==> src/rtl/spi_wr_pkg.sv <==
package spi_wr_pkg;

  typedef enum logic [2:0] {
    PH_IDLE,
    PH_WREN,
    PH_GAP,
    PH_OP,
    PH_AHI,
    PH_ALO,
    PH_DATA,
    PH_FIN
  } phase_e;

  localparam logic [7:0] OPC_WREN  = 8'h06;
  localparam logic [7:0] OPC_WRITE = 8'h02;

endpackage

==> src/rtl/spi_wr_shift.sv <==
// Shifts one byte out MSB first in SPI mode 0. SCK half period = HALF_DIV clocks.
module spi_wr_shift #(
  parameter int HALF_DIV = 2
) (
  input  logic       clk,
  input  logic       rst_n,
  input  logic       ld,
  input  logic [7:0] ld_byte,
  output logic       idle,
  output logic       fin,
  output logic       sck,
  output logic       mosi
);
  localparam int DW = (HALF_DIV > 1) ? $clog2(HALF_DIV) : 1;
  localparam logic [DW-1:0] DIV_LAST = DW'(HALF_DIV - 1);

  logic [DW-1:0] div_q;
  logic [2:0]    bit_q;
  logic [7:0]    sr_q;
  logic          act_q, sck_q, fin_q;

  always_ff @(posedge clk or negedge rst_n) begin
    if (!rst_n) begin
      div_q <= '0;
      bit_q <= '0;
      sr_q  <= '0;
      act_q <= 1'b0;
      sck_q <= 1'b0;
      fin_q <= 1'b0;
    end else begin
      fin_q <= 1'b0;
      if (!act_q) begin
        if (ld) begin
          sr_q  <= ld_byte;
          act_q <= 1'b1;
          div_q <= '0;
          bit_q <= '0;
        end
      end else if (div_q == DIV_LAST) begin
        div_q <= '0;
        if (!sck_q) begin
          sck_q <= 1'b1;
        end else begin
          // Falling edge: advance to the next bit or finish the byte.
          sck_q <= 1'b0;
          if (bit_q == 3'd7) begin
            act_q <= 1'b0;
            fin_q <= 1'b1;
          end else begin
            bit_q <= bit_q + 3'd1;
            sr_q  <= {sr_q[6:0], 1'b0};
          end
        end
      end else begin
        div_q <= div_q + 1'b1;
      end
    end
  end

  assign idle = !act_q;
  assign fin  = fin_q;
  assign sck  = sck_q;
  assign mosi = sr_q[7];

endmodule

==> src/rtl/spi_wr_ctrl.sv <==
// Frame sequencer: write-enable frame, gap, then opcode/address/data frame.
module spi_wr_ctrl
  import spi_wr_pkg::*;
#(
  parameter int LEN_W  = 8,
  parameter int CS_GAP = 2
) (
  input  logic             clk,
  input  logic             rst_n,
  input  logic             req_valid,
  input  logic [15:0]      req_addr,
  input  logic [LEN_W-1:0] req_len,
  input  logic             req_wide,
  input  logic [7:0]       din_data,
  input  logic             din_valid,
  output logic             din_ready,
  input  logic             sh_idle,
  input  logic             sh_fin,
  output logic             sh_ld,
  output logic [7:0]       sh_byte,
  output logic             cs_n,
  output logic             busy,
  output logic             done
);
  localparam int GW = $clog2(CS_GAP + 1);
  localparam logic [GW-1:0] GAP_LAST = GW'(CS_GAP - 1);
  localparam logic [LEN_W-1:0] LEN_ONE = LEN_W'(1);

  phase_e           ph_q;
  logic [15:0]      addr_q;
  logic [LEN_W-1:0] left_q;
  logic             wide_q;
  logic             cs_q;
  logic [GW-1:0]    gap_q;
  logic             free;

  // The shifter may take a new byte only once its previous byte has retired.
  assign free = sh_idle && !sh_fin;

  always_comb begin
    sh_ld     = 1'b0;
    sh_byte   = 8'h00;
    din_ready = 1'b0;
    case (ph_q)
      PH_WREN: begin sh_ld = free; sh_byte = OPC_WREN;      end
      PH_OP:   begin sh_ld = free; sh_byte = OPC_WRITE;     end
      PH_AHI:  begin sh_ld = free; sh_byte = addr_q[15:8];  end
      PH_ALO:  begin sh_ld = free; sh_byte = addr_q[7:0];   end
      PH_DATA: begin
        din_ready = free;
        sh_ld     = free && din_valid;
        sh_byte   = din_data;
      end
      default: ;
    endcase
  end

  always_ff @(posedge clk or negedge rst_n) begin
    if (!rst_n) begin
      ph_q   <= PH_IDLE;
      addr_q <= '0;
      left_q <= '0;
      wide_q <= 1'b0;
      cs_q   <= 1'b1;
      gap_q  <= '0;
    end else begin
      case (ph_q)
        PH_IDLE: if (req_valid && req_len != '0) begin
          addr_q <= req_addr;
          left_q <= req_len;
          wide_q <= req_wide;
          cs_q   <= 1'b0;
          ph_q   <= PH_WREN;
        end
        PH_WREN: if (sh_fin) begin
          cs_q  <= 1'b1;
          gap_q <= '0;
          ph_q  <= PH_GAP;
        end
        PH_GAP: begin
          if (gap_q == GAP_LAST) begin
            cs_q <= 1'b0;
            ph_q <= PH_OP;
          end else begin
            gap_q <= gap_q + 1'b1;
          end
        end
        PH_OP:  if (sh_fin) ph_q <= wide_q ? PH_AHI : PH_ALO;
        PH_AHI: if (sh_fin) ph_q <= PH_ALO;
        PH_ALO: if (sh_fin) ph_q <= PH_DATA;
        PH_DATA: if (sh_fin) begin
          if (left_q == LEN_ONE) begin
            cs_q <= 1'b1;
            ph_q <= PH_FIN;
          end else begin
            left_q <= left_q - 1'b1;
          end
        end
        PH_FIN: ph_q <= PH_IDLE;
        default: ph_q <= PH_IDLE;
      endcase
    end
  end

  assign cs_n = cs_q;
  assign busy = (ph_q != PH_IDLE);
  assign done = (ph_q == PH_FIN);

endmodule

==> src/rtl/spi_wr_seq.sv <==
module spi_wr_seq #(
  parameter int LEN_W    = 8,
  parameter int HALF_DIV = 2,
  parameter int CS_GAP   = 2
) (
  input  logic             clk,
  input  logic             rst_n,
  input  logic             req_valid,
  input  logic [15:0]      req_addr,
  input  logic [LEN_W-1:0] req_len,
  input  logic             req_wide,
  input  logic [7:0]       din_data,
  input  logic             din_valid,
  output logic             din_ready,
  output logic             spi_cs_n,
  output logic             spi_sck,
  output logic             spi_mosi,
  output logic             busy,
  output logic             done
);
  logic       sh_idle, sh_fin, sh_ld;
  logic [7:0] sh_byte;

  spi_wr_ctrl #(
    .LEN_W  (LEN_W),
    .CS_GAP (CS_GAP)
  ) u_ctrl (
    .clk       (clk),
    .rst_n     (rst_n),
    .req_valid (req_valid),
    .req_addr  (req_addr),
    .req_len   (req_len),
    .req_wide  (req_wide),
    .din_data  (din_data),
    .din_valid (din_valid),
    .din_ready (din_ready),
    .sh_idle   (sh_idle),
    .sh_fin    (sh_fin),
    .sh_ld     (sh_ld),
    .sh_byte   (sh_byte),
    .cs_n      (spi_cs_n),
    .busy      (busy),
    .done      (done)
  );

  spi_wr_shift #(
    .HALF_DIV (HALF_DIV)
  ) u_shift (
    .clk     (clk),
    .rst_n   (rst_n),
    .ld      (sh_ld),
    .ld_byte (sh_byte),
    .idle    (sh_idle),
    .fin     (sh_fin),
    .sck     (spi_sck),
    .mosi    (spi_mosi)
  );

endmodule

==> config.mk <==
export PLATFORM = sky130hd
export DESIGN_NAME = spi_wr_seq
export DESIGN_NICKNAME = d
export VERILOG_FILES = /design/src/rtl/spi_wr_pkg.sv /design/src/rtl/spi_wr_shift.sv /design/src/rtl/spi_wr_ctrl.sv /design/src/rtl/spi_wr_seq.sv
export SDC_FILE = /design/constraint.sdc
export NUM_CORES = 1
export LEC_CHECK = 0
export ABC_AREA = 1
export BUFFER_PORTS_ARGS = -buffer_cell sky130_fd_sc_hd__buf_2
export CAP_MARGIN = 5
export CORE_ASPECT_RATIO = 0.5
export CORE_MARGIN = 10
export CORE_UTILIZATION = 55
export DETAILED_ROUTE_END_ITERATION = 6
export HOLD_SLACK_MARGIN = 0.08
export PLACE_DENSITY = 0.78
export SYNTH_ARGS = -nofsm -noshare
export SYNTH_HDL_FRONTEND = slang
export SYNTH_SLANG_ARGS = --single-unit
export TNS_END_PERCENT = 100
==> constraint.sdc <==
create_clock -name clk -period 2 [get_ports clk]
set_clock_uncertainty 0.15 [all_clocks]
set_input_delay 0.4 -clock clk [delete_from_list [all_inputs] [get_ports clk]]
set_output_delay 0.4 -clock clk [all_outputs]
set_load 0.02 [all_outputs]
==> out/results.txt, run 1 <==
status - finished clean
Critical Path End Type - primary output
Synth Net Count - 415
core area - 4910 um^2
Routed Antenna Nets - 0
GRT Overall Usage - 0.1452
Lkg Pwr - 1.769 nW
Skew-Pair Late Insertion Delay - 0.30 ns
CTS sink count - 46
final setup violation count - 0
Synth Area per Inst - 7.534 um^2
Die Y - 70.28 um
layout cells sized above 1 - 0.2139
WL final - 5890 um
CTS max path bufs - 2
Clock Root Buffer - clkbuf_8
WS Path Type - flip-flop to primary output
Initial DRC Count - 127
FFs w/ async S/R, synth - 1.000
I/O pin cnt - 43
DR pass1 iterations - 4
post-route clock period utilization - 0.9646
port bufs - 42
Via density - 4.981
GP Congestion - 0.9863
Net count, final - 461
row count - 18
post-DP HPWL - 4538 um
main flop type after synthesis - dfrtp_1
first-pass GRT wire length - 10350 um
startpoint types - flip-flop
RSZ-0062 raised after global routing - yes
Worst Path Required - 1.45 ns
Die Area - 8471 um^2
cts bufs inserted - 5
worst slew pin tran - 0.5570 ns
DRC violations left - 0
Pwr Density - 1404 nW/um^2
Layout fillers - 442
smallest hold slack - 0.1795 ns
P&R area growth vs syn - 14.72%
number of flops mapped to enable cells by yosys - 0
Fmax achieved - 0.5184 GHz
sequential-to-total area share from yosys stat - 0.4145
dominant cell type by area after synthesis - dfrtp_1
Tot Pwr - 0.004478 W
Slew Limit Headroom - 0.6287
Syn Inst Count - 369
Inserted Diodes - 0
endpoints failing hold - 0
R2R Setup Slk - 0.16 ns
Initial Util - 0.5663
vias in the first global route - 2401
worst-path fanout max - 5
Mapped Area - 2780 um^2
Tmin final - 1.929 ns
via count - 2421
CTS tree - built
post-synth top area share - 0.4050
largest net degree at the start of global routing - 47
HP Class - input port to flip-flop
H-tree depth - 2
Die Wd - 120.5 um
peak supply drop - 0.0005832 V
antenna violations before repair - 0
Worst-path clk slew - 0.09 ns
largest cells by area after synthesis - dfrtp_1 (41%), nand2_1 (15%), inv_1 (7.2%)
Arrival @ worst endpoint - 1.38 ns
Yosys cell types - 32
MaxCap Viol Count - 0
GR Overflow Total - 0
Wirelength per Cell - 12.12 um
YS warnings - 0
Synth Register Bits - 46
max-slew violation count - 0
==> cells by family after synthesis <==
| family | count (synthesis) | share of synthesized area |
|---|---|---|
| simple gates | 176 | 0.2705 |
| buf+inv | 69 | 0.1125 |
| compound gates | 60 | 0.1305 |
| flops | 46 | 0.4145 |
| fa+ha+maj | 9 | 0.04050 |
| mux | 7 | 0.02520 |
| xor+xnor | 2 | 0.006302 |
==> worst paths after layout <==
check	cells past startpoint	from	end
hold / removal	3	req_addr[13]	u_ctrl.addr_q[13]
hold reg to reg	2	u_shift.sr_q[7]	u_shift.sr_q[7]
setup reg to reg	8	u_ctrl.ph_q[1]	u_ctrl.left_q[7]
min in group asynchronous	3	rst_n	u_ctrl.addr_q[3]
setup / recovery	5	u_ctrl.ph_q[0]	din_ready
max in group asynchronous	3	rst_n	u_ctrl.ph_q[2]
==> routing by layer <==
layer  up-vias  track usage  share of wire
li1       1246            -              -
met3         7      0.04731          0.066
met4         0      0.03856         0.0078
met1      1111       0.1780           0.47
met5         -            0              0
met2        57       0.2396           0.46
==> report_power, final <==
part | leakage [nW] | internal [W] | switching, W | total [W]
registers | 0.576 | 0.00134 | 0.000283 | 0.00162
logic | 1.14 | 0.000807 | 0.00136 | 0.00217
clock network | 0.0514 | 0.000373 | 0.000310 | 0.000683
total | 1.77 | 0.00252 | 0.00196 | 0.00448
==> through the flow <==
step | setup WS (ns) | setup TNS, ns | util | cells | cell area (um^2)
floorplan | 0.2945 | 0 | - | 369 | 2780
global placement | 0.1661 | 0 | 0.6167 | 476 | 3028
detailed placement | 0.05477 | 0 | 0.6167 | 476 | 3028
CTS | 0.04428 | 0 | 0.6453 | 486 | 3168
global route | -0.002956 | -0.002956 | 0.6496 | 486 | 3189
finish | 0.07083 | 0 | 0.6496 | 486 | 3189
==> sequential cells by signal (all words and copies together), names as in the netlist <==
name	flops
u_ctrl.left_q	8
u_shift.sck	1
u_ctrl.cs_n	1
u_ctrl.addr_q	16
u_shift.bit_q	3
u_shift.sr_q	8
u_shift.act_q	1
u_shift.fin	1
u_ctrl.ph_q	3
u_ctrl.wide_q	1
u_ctrl.gap_q	2
u_shift.div_q	1
==> synthesized netlist by cell type, types with 2 or more instances <==
cell type,number
nand3_1,23
inv_1,53
o21bai_1,4
nand2_2,6
dfrtp_1,45
nand3_2,2
mux2i_1,7
o21ai_0,31
a21boi_2,2
nor3_1,3
inv_2,5
xor2_1,2
buf_6,5
nor2_2,2
nand2_1,114
o21ai_1,9
o21ai_2,6
buf_2,3
o22ai_1,2
ha_1,9
nor2_1,22
a21oi_1,4
==> final cells by class <==
type                    instances  area (um^2)  share of cell area
flip-flops and latches         46         1154              0.3617
clock buffers                   6        72.57             0.02275
multi-input cells             254         1345              0.4217
well taps                      70        87.58             0.02746
clock inverters                 2        37.54             0.01177
repair buffers                 50        275.3             0.08631
inverters                      58        217.7             0.06826
==> repair_timing <==
item | 4_1_cts | 5_1_grt
gates resized for setup | 3 | 6
hold endpoints to repair | 45 | 0
buffers inserted | 1 | 0
pin swaps | 0 | 1
endpoints found under the setup margin | 1 | 4
hold buffers | 1 | 0
==> critical path, cell delays in order (launching register included) <==
cell and delay (ns):
dfrtp_1 0.40, inv_2 0.10, ha_4 0.18, nand3_4 0.11, nor2_2 0.13, buf_4 0.15
==> cells in the final DEF, fill, tap and decap left out, types with 3 or more instances in the layout <==
cell type,count
inv_2,6
o21ai_2,6
o21ai_1,9
inv_1,52
ha_1,8
nor3_1,3
a21oi_1,4
nor2_1,21
nor2_2,3
o21ai_0,31
clkbuf_8,5
buf_2,41
buf_4,8
nand2_1,113
o21bai_1,4
mux2i_1,7
dfrtp_1,44
nand2_2,6
nand3_1,23
Power figures use the tool's default switching activity.
==> run 2: changes to the inputs <==
--- a/config.mk
+++ b/config.mk
@@ -5,15 +5,15 @@
 export SDC_FILE = /design/constraint.sdc
 export NUM_CORES = 1
 export LEC_CHECK = 0
-export ABC_AREA = 1
 export BUFFER_PORTS_ARGS = -buffer_cell sky130_fd_sc_hd__buf_2
-export CAP_MARGIN = 5
+export CELL_PAD_IN_SITES_DETAIL_PLACEMENT = 1
+export CELL_PAD_IN_SITES_GLOBAL_PLACEMENT = 2
 export CORE_ASPECT_RATIO = 0.5
 export CORE_MARGIN = 10
-export CORE_UTILIZATION = 55
+export CORE_UTILIZATION = 35
 export DETAILED_ROUTE_END_ITERATION = 6
 export HOLD_SLACK_MARGIN = 0.08
-export PLACE_DENSITY = 0.78
+export PLACE_DENSITY_LB_ADDON = 0.1
 export SYNTH_ARGS = -nofsm -noshare
 export SYNTH_HDL_FRONTEND = slang
 export SYNTH_SLANG_ARGS = --single-unit
==> run 2 against run 1 <==
Area after synthesis is 12% lower. Count of clock-buffer cells in the layout fell by 1. Register-to-register slack lost 0.14 ns. Global-route usage fell by 2.2 points. Via count fell by 14%. First-iteration DRC count down 49%. Hold slack better by 0.0074 ns. Combinational power is 34% lower. Critical endpoint is now u_ctrl.cs_n.
==> out/results.txt, run 2 <==
I/O pin cnt - 43
RSZ-0062 raised after global routing - yes
max-slew violation count - 0
Slew Limit Headroom - 0.7482
Worst Hold Path EP - u_ctrl.addr_q[9]
Cells after DPL - 388
WL final - 6743 um
row count - 21
sequential-to-total area share from yosys stat - 0.4689
port bufs - 42
Comb pwr share - 0.409
final setup violation count - 0
Via density - 5.206
area of the multi-input gates - 1297 um^2
endpoints failing hold - 0
core area - 6753 um^2
sequential share of power - 0.354
share of power burned in the clock network - 0.237
internal power - 0.002214 W
Worst Hold Path Cells - 2
GP Congestion - 0.8118
Syn Inst Count - 247
worst-path fanout max - 5
CTS sink count - 46
Crit path max-delay family - flip-flops
post-synth top area share - 0.4582
largest net degree at the start of global routing - 47
Largest register FFs - 16
hold path startpoint - req_addr[9]
Worst path max stage delay - 0.45 ns
HP Class - input port to flip-flop
Worst R2R Start - u_ctrl.ph_q[1]
Synth Area per Inst - 9.949 um^2
H-tree depth - 2
WS Path Type - flip-flop to flip-flop
worst slew pin tran - 0.3746 ns
Fmax achieved - 0.5053 GHz
post-route clock period utilization - 0.9895
Skew-Pair Late Insertion Delay - 0.29 ns
main flop type after synthesis - dfrtp_1
Inserted Diodes - 0
Synth Net Count - 293
first-pass GRT wire length - 11210 um
GRT Overall Usage - 0.1227
Die Y - 79.25 um
status - finished clean
CP Cell Sequence - ha_4 -> buf_4 -> nor2b_1 -> o21ai_0 -> o21ai_0 -> nor4_1 -> mux2_2
Worst-path clk slew - 0.07 ns
Initial DRC Count - 65
MaxCap Viol Count - 0
Pwr Density - 1096 nW/um^2
commonest non-fill, non-tap cell in the layout - dfrtp_1
synth cell count leaders - dfrtp_1 (45), o21ai_0 (26), nand2_1 (23), nor2_1 (23)
peak supply drop - 0.0005145 V
number of flops mapped to enable cells by yosys - 0
Routed Antenna Nets - 0
Worst Path Required - 2.07 ns
Mapped Area - 2457 um^2
leading cell types in the layout, fill and taps excluded - dfrtp_1 (44), buf_2 (41), nand2_1 (22), nor2_1 (22), o21ai_0 (22)
cts bufs inserted - 5
FFs w/ async S/R, synth - 1.000
CTS tree - built
CP max-delay cell - dfrtp_2
setup TNS - 0 ns
Initial Util - 0.3639
layout cells sized above 1 - 0.3779
Yosys cell types - 46
dpl ws - -0.04331 ns
startpoint types - flip-flop
P&R area growth vs syn - 30.80%
Seq. cell area - 1154 um^2
DR pass1 iterations - 5
Worst Reg-to-Reg Cells - 7
post-DP HPWL - 4923 um
largest cells by area after synthesis - dfrtp_1 (46%), mux2_2 (8.7%), o21ai_0 (5.3%)
Layout fillers - 759
Arrival @ worst endpoint - 2.05 ns
YS warnings - 0
Switching Share - 0.3715
sw power - 0.001309 W
Synth Register Bits - 46
Tot Pwr - 0.003523 W
Clock Root Buffer - clkbuf_16
GR Overflow Total - 0
vias in the first global route - 2279
via count - 2077
Net count, final - 352
Non-Filler Instances - 399
top flop regs - u_ctrl.addr_q (16), u_ctrl.left_q (8), u_shift.sr_q (8)
DRC violations left - 0
Tmin final - 1.979 ns
final core occ - 0.4760
Die Wd - 138.5 um
antenna violations before repair - 0
Buffers & Inverters on Critical Path - 1
Critical Path End Type - flip-flop
Final Worst Setup Slack - 0.02099 ns
Wirelength per Cell - 16.90 um
dominant cell type by area after synthesis - dfrtp_1
R2R Setup Slk - 0.02 ns
RR Endpoint - u_ctrl.cs_n
CTS max path bufs - 2
Die Area - 10980 um^2
Most flops, register - u_ctrl.addr_q
CP most frequent cell - o21ai_0
cell with the most instances after synthesis - dfrtp_1
Lkg Pwr - 1.471 nW
==> run 2: power groups by stage <==
stage	combinational (W)	sequential [W]	clock (W)
global placement	0.00123	0.00125	0
CTS	0.00141	0.00125	0.000862
detailed placement	0.00128	0.00126	0
floorplan	0.000874	0.00125	0
finish	0.00144	0.00125	0.000836
global route	0.00164	0.00127	0.000909
==> run 2: layout make-up <==
| cell class | count | area share |
|---|---|---|
| flip-flops and latches | 46 | 0.3589 |
| clock buffers | 5 | 0.03893 |
| well taps | 92 | 0.03581 |
| inverters | 10 | 0.01168 |
| repair buffers | 65 | 0.1444 |
| clock inverters | 3 | 0.006617 |
| multi-input cells | 178 | 0.4037 |
==> run 2: logic make-up (layout without fill, tap and decap cells) <==
group,after synthesis,count (layout),synth area share
simple gates,76,76,0.1573
compound gates,71,71,0.1843
flops,46,46,0.4689
buf+inv,23,83,0.04430
mux,21,21,0.09572
fa+ha+maj,9,9,0.04583
xor+xnor,1,1,0.003565
==> run 2: worst max path at each step <==
stage                        to  slack (ns)      startpoint  cells after the start
2_1_floorplan  u_ctrl.addr_q[0]        0.03  u_ctrl.ph_q[1]                      6
3_3_place_gp        u_ctrl.cs_n      -0.002  u_ctrl.ph_q[0]                      8
3_5_place_dp     u_ctrl.ph_q[1]       -0.04  u_ctrl.ph_q[0]                      7
4_1_cts               din_ready       -0.03  u_ctrl.ph_q[0]                      6
5_1_grt        u_ctrl.left_q[0]       -0.06  u_ctrl.ph_q[0]                      9
6_report            u_ctrl.cs_n        0.02  u_ctrl.ph_q[1]                      7
==> run 2: stage by stage <==
step | instance area (um^2) | hold slack [ns]
after global placement | 2887 | 0.2538
after CTS | 3118 | 0.1808
after detailed placement | 2887 | 0.2523
after floorplan | 2474 | -0.04559
after global routing | 3214 | 0.1843
final | 3214 | 0.1869
==> run 2: per-layer routing <==
metal  vias up  track usage  routed length, um
li1       1010            -                  -
met1      1028       0.1450               3112
met2        35       0.2154               3361
met3         4      0.03622                231
met4         0      0.03243                 38
met5         -            0                  0
==> run 2: timing repair <==
item                                    4_1_cts  5_1_grt
hold endpoints to repair                     45        0
cloned                                        1        0
pin swaps                                     0        6
resized for setup                             9       24
hold buffers                                  1        0
endpoints found under the setup margin        5       37
buffers inserted                              1        0
==> run 3: changes to the inputs <==
--- a/config.mk
+++ b/config.mk
@@ -10,7 +10,7 @@
 export CELL_PAD_IN_SITES_GLOBAL_PLACEMENT = 2
 export CORE_ASPECT_RATIO = 0.5
 export CORE_MARGIN = 10
-export CORE_UTILIZATION = 35
+export CORE_UTILIZATION = 31
 export DETAILED_ROUTE_END_ITERATION = 6
 export HOLD_SLACK_MARGIN = 0.08
 export PLACE_DENSITY_LB_ADDON = 0.1
==> constraint.sdc (replaced) <==
create_clock -name clk -period 1.8 [get_ports clk]
set_clock_uncertainty 0.15 [all_clocks]
set_input_delay 0.36 -clock clk [delete_from_list [all_inputs] [get_ports clk]]
set_output_delay 0.36 -clock clk [all_outputs]
set_load 0.02 [all_outputs]
==> run 3 against run 2 <==
The flow now finishes with violations (setup timing). Non-clock buffer count is 41 higher. First-iteration DRC count is 42% higher. Clock power is 29% higher. Sequential power is 13% higher. Worst setup slack worse by 0.24 ns. Combinational power is 72% higher. Count of clock-buffer cells in the layout is 1 higher. Register-to-register slack worse by 0.24 ns. Highest routed layer unchanged. Cell count is 14% higher. Core utilization is 4.8 points higher. Critical endpoint is now u_ctrl.ph_q[0]. Sequential cell count stayed put.
==> out/results.txt, run 3 (synthesis results as in run 2) <==
Most flops, register - u_ctrl.addr_q
GR Overflow Total - 0
post-DP HPWL - 5251 um
RSZ-0062 raised after global routing - yes
port bufs - 42
worst-path fanout max - 6
first-pass GRT wire length - 13100 um
dpl ws - -0.2391 ns
layout cells sized above 1 - 0.5489
MaxCap Viol Count - 0
cts bufs inserted - 5
RR Endpoint - u_ctrl.ph_q[0]
DRC violations left - 0
Routed Antenna Nets - 0
Net count, final - 393
WL final - 8355 um
share of power burned in the clock network - 0.216
Arrival @ worst endpoint - 2.08 ns
R2R Setup Slk - -0.22 ns
Die Wd - 145.9 um
worst slew pin tran - 0.4599 ns
GP Congestion - 0.7956
final setup violation count - 44
peak supply drop - 0.0005223 V
largest net degree at the start of global routing - 47
GRT Overall Usage - 0.1312
vias in the first global route - 2547
Comb pwr share - 0.499
Worst R2R Start - u_ctrl.ph_q[1]
H-tree depth - 2
Skew-Pair Late Insertion Delay - 0.29 ns
Lkg Pwr - 1.803 nW
sw power - 0.001910 W
core area - 7515 um^2
Worst Path Required - 1.86 ns
setup TNS - -5.846 ns
Pwr Density - 1263 nW/um^2
I/O pin cnt - 43
via count - 2296
status - finished with violations
max-slew violation count - 0
Worst Reg-to-Reg Cells - 8
Switching Share - 0.3840
failing checks - setup timing
Die Area - 12100 um^2
Worst-path clk slew - 0.07 ns
commonest non-fill, non-tap cell in the layout - dfrtp_1
startpoint types - flip-flop
Initial Util - 0.3270
Die Y - 82.96 um
Slew Limit Headroom - 0.6934
HP Class - input port to flip-flop
Layout fillers - 812
Clock Root Buffer - clkbuf_16
CTS tree - built
sequential share of power - 0.284
DR pass1 iterations - 5
top flop regs - u_ctrl.addr_q (16), u_ctrl.left_q (8), u_shift.sr_q (8)
internal power - 0.003064 W
CTS max path bufs - 2
Initial DRC Count - 92
Inserted Diodes - 0
smallest hold slack - 0.1443 ns
Final Worst Setup Slack - -0.2200 ns
leading cell types in the layout, fill and taps excluded - dfrtp_1 (45), buf_2 (39), buf_4 (39)
post-route clock period utilization - 1.122
Critical Path End Type - flip-flop
row count - 22
WS Path Type - flip-flop to flip-flop
Tmin final - 2.020 ns
endpoints failing hold - 0
CTS sink count - 46
CP Launch Point - u_ctrl.ph_q[1]
P&R area growth vs syn - 60.29%
Wirelength per Cell - 18.32 um
Fmax achieved - 0.4951 GHz
Largest register FFs - 16
antenna violations before repair - 0
Via density - 5.035
CP Capture Point - u_ctrl.ph_q[0]
[run 3: changes by cell type in the layout (fill, tap and decap cells not counted), sizes merged]
cell and change:
buf +41, bufinv +1, clkbuf +1, clkinv -2
[run 3: power groups by stage]
| stage | Sequential (W) | Combinational [W] | Clock, W |
|---|---|---|---|
| 2_1_floorplan | 0.00139 | 0.000983 | 0 |
| 3_3_place_gp | 0.00138 | 0.00149 | 0 |
| 3_5_place_dp | 0.00139 | 0.00155 | 0 |
| 4_1_cts | 0.00138 | 0.00202 | 0.00110 |
| 5_1_grt | 0.00144 | 0.00272 | 0.00116 |
| 6_report | 0.00141 | 0.00248 | 0.00108 |
[run 3: timing repair]
item                                   4_1_cts  5_1_grt
setup buffers                               10        9
setup endpoints to repair                   45       46
gates resized for setup                     49       92
endpoints found under the hold margin       45        0
pin swaps                                   17       29
hold buffers                                 1        0
gates cloned                                 3        1
[run 3: metrics by stage]
step	area [um^2]	total power (W)	utilization	cells
global placement	3074	0.002867	0.4091	426
floorplan	2476	0.002372	-	247
finish	3939	0.004974	0.5241	456
detailed placement	3074	0.002945	0.4091	426
CTS	3562	0.004501	0.4740	448
global route	3939	0.005322	0.5241	456
[run 3: worst min path at each step]
stage                 from          endpoint  slack (ns)  depth (start not counted)
4_1_cts        req_addr[1]  u_ctrl.addr_q[1]        0.14                          2
6_report       req_addr[2]  u_ctrl.addr_q[2]        0.14                          2
3_3_place_gp         rst_n  u_ctrl.left_q[6]        0.22                          2
5_1_grt        req_addr[6]  u_ctrl.addr_q[6]        0.14                          2
3_5_place_dp         rst_n  u_ctrl.left_q[5]        0.22                          2
2_1_floorplan        rst_n  u_ctrl.addr_q[0]       -0.09                          0
[run 3: cell type report]
class,instances,area [um^2],share of cell area
multi-input combinational,178,1584,0.4022
sequential,46,1152,0.2926
timing repair buffer,106,855.8,0.2173
tap,108,135.1,0.03431
clock buffer,6,128.9,0.03272
inverter,10,45.04,0.01144
clock inverter,2,37.54,0.009530
[run 3: per-layer routing]
metal	vias up	wire length, um	track usage
li1	1089	-	-
met1	1159	3790	0.1534
met2	37	4182	0.2312
met3	11	307	0.03734
met4	0	74	0.03261
met5	-	0	0
[run 3: worst max-delay path: stages, from the launching register on]
cell	delay, ns
dfrtp_1	0.41
buf_6	0.13
ha_4	0.18
buf_6	0.12
nor3_4	0.22
a211oi_2	0.12
nor4_4	0.23
buf_4	0.17
mux2i_1	0.19
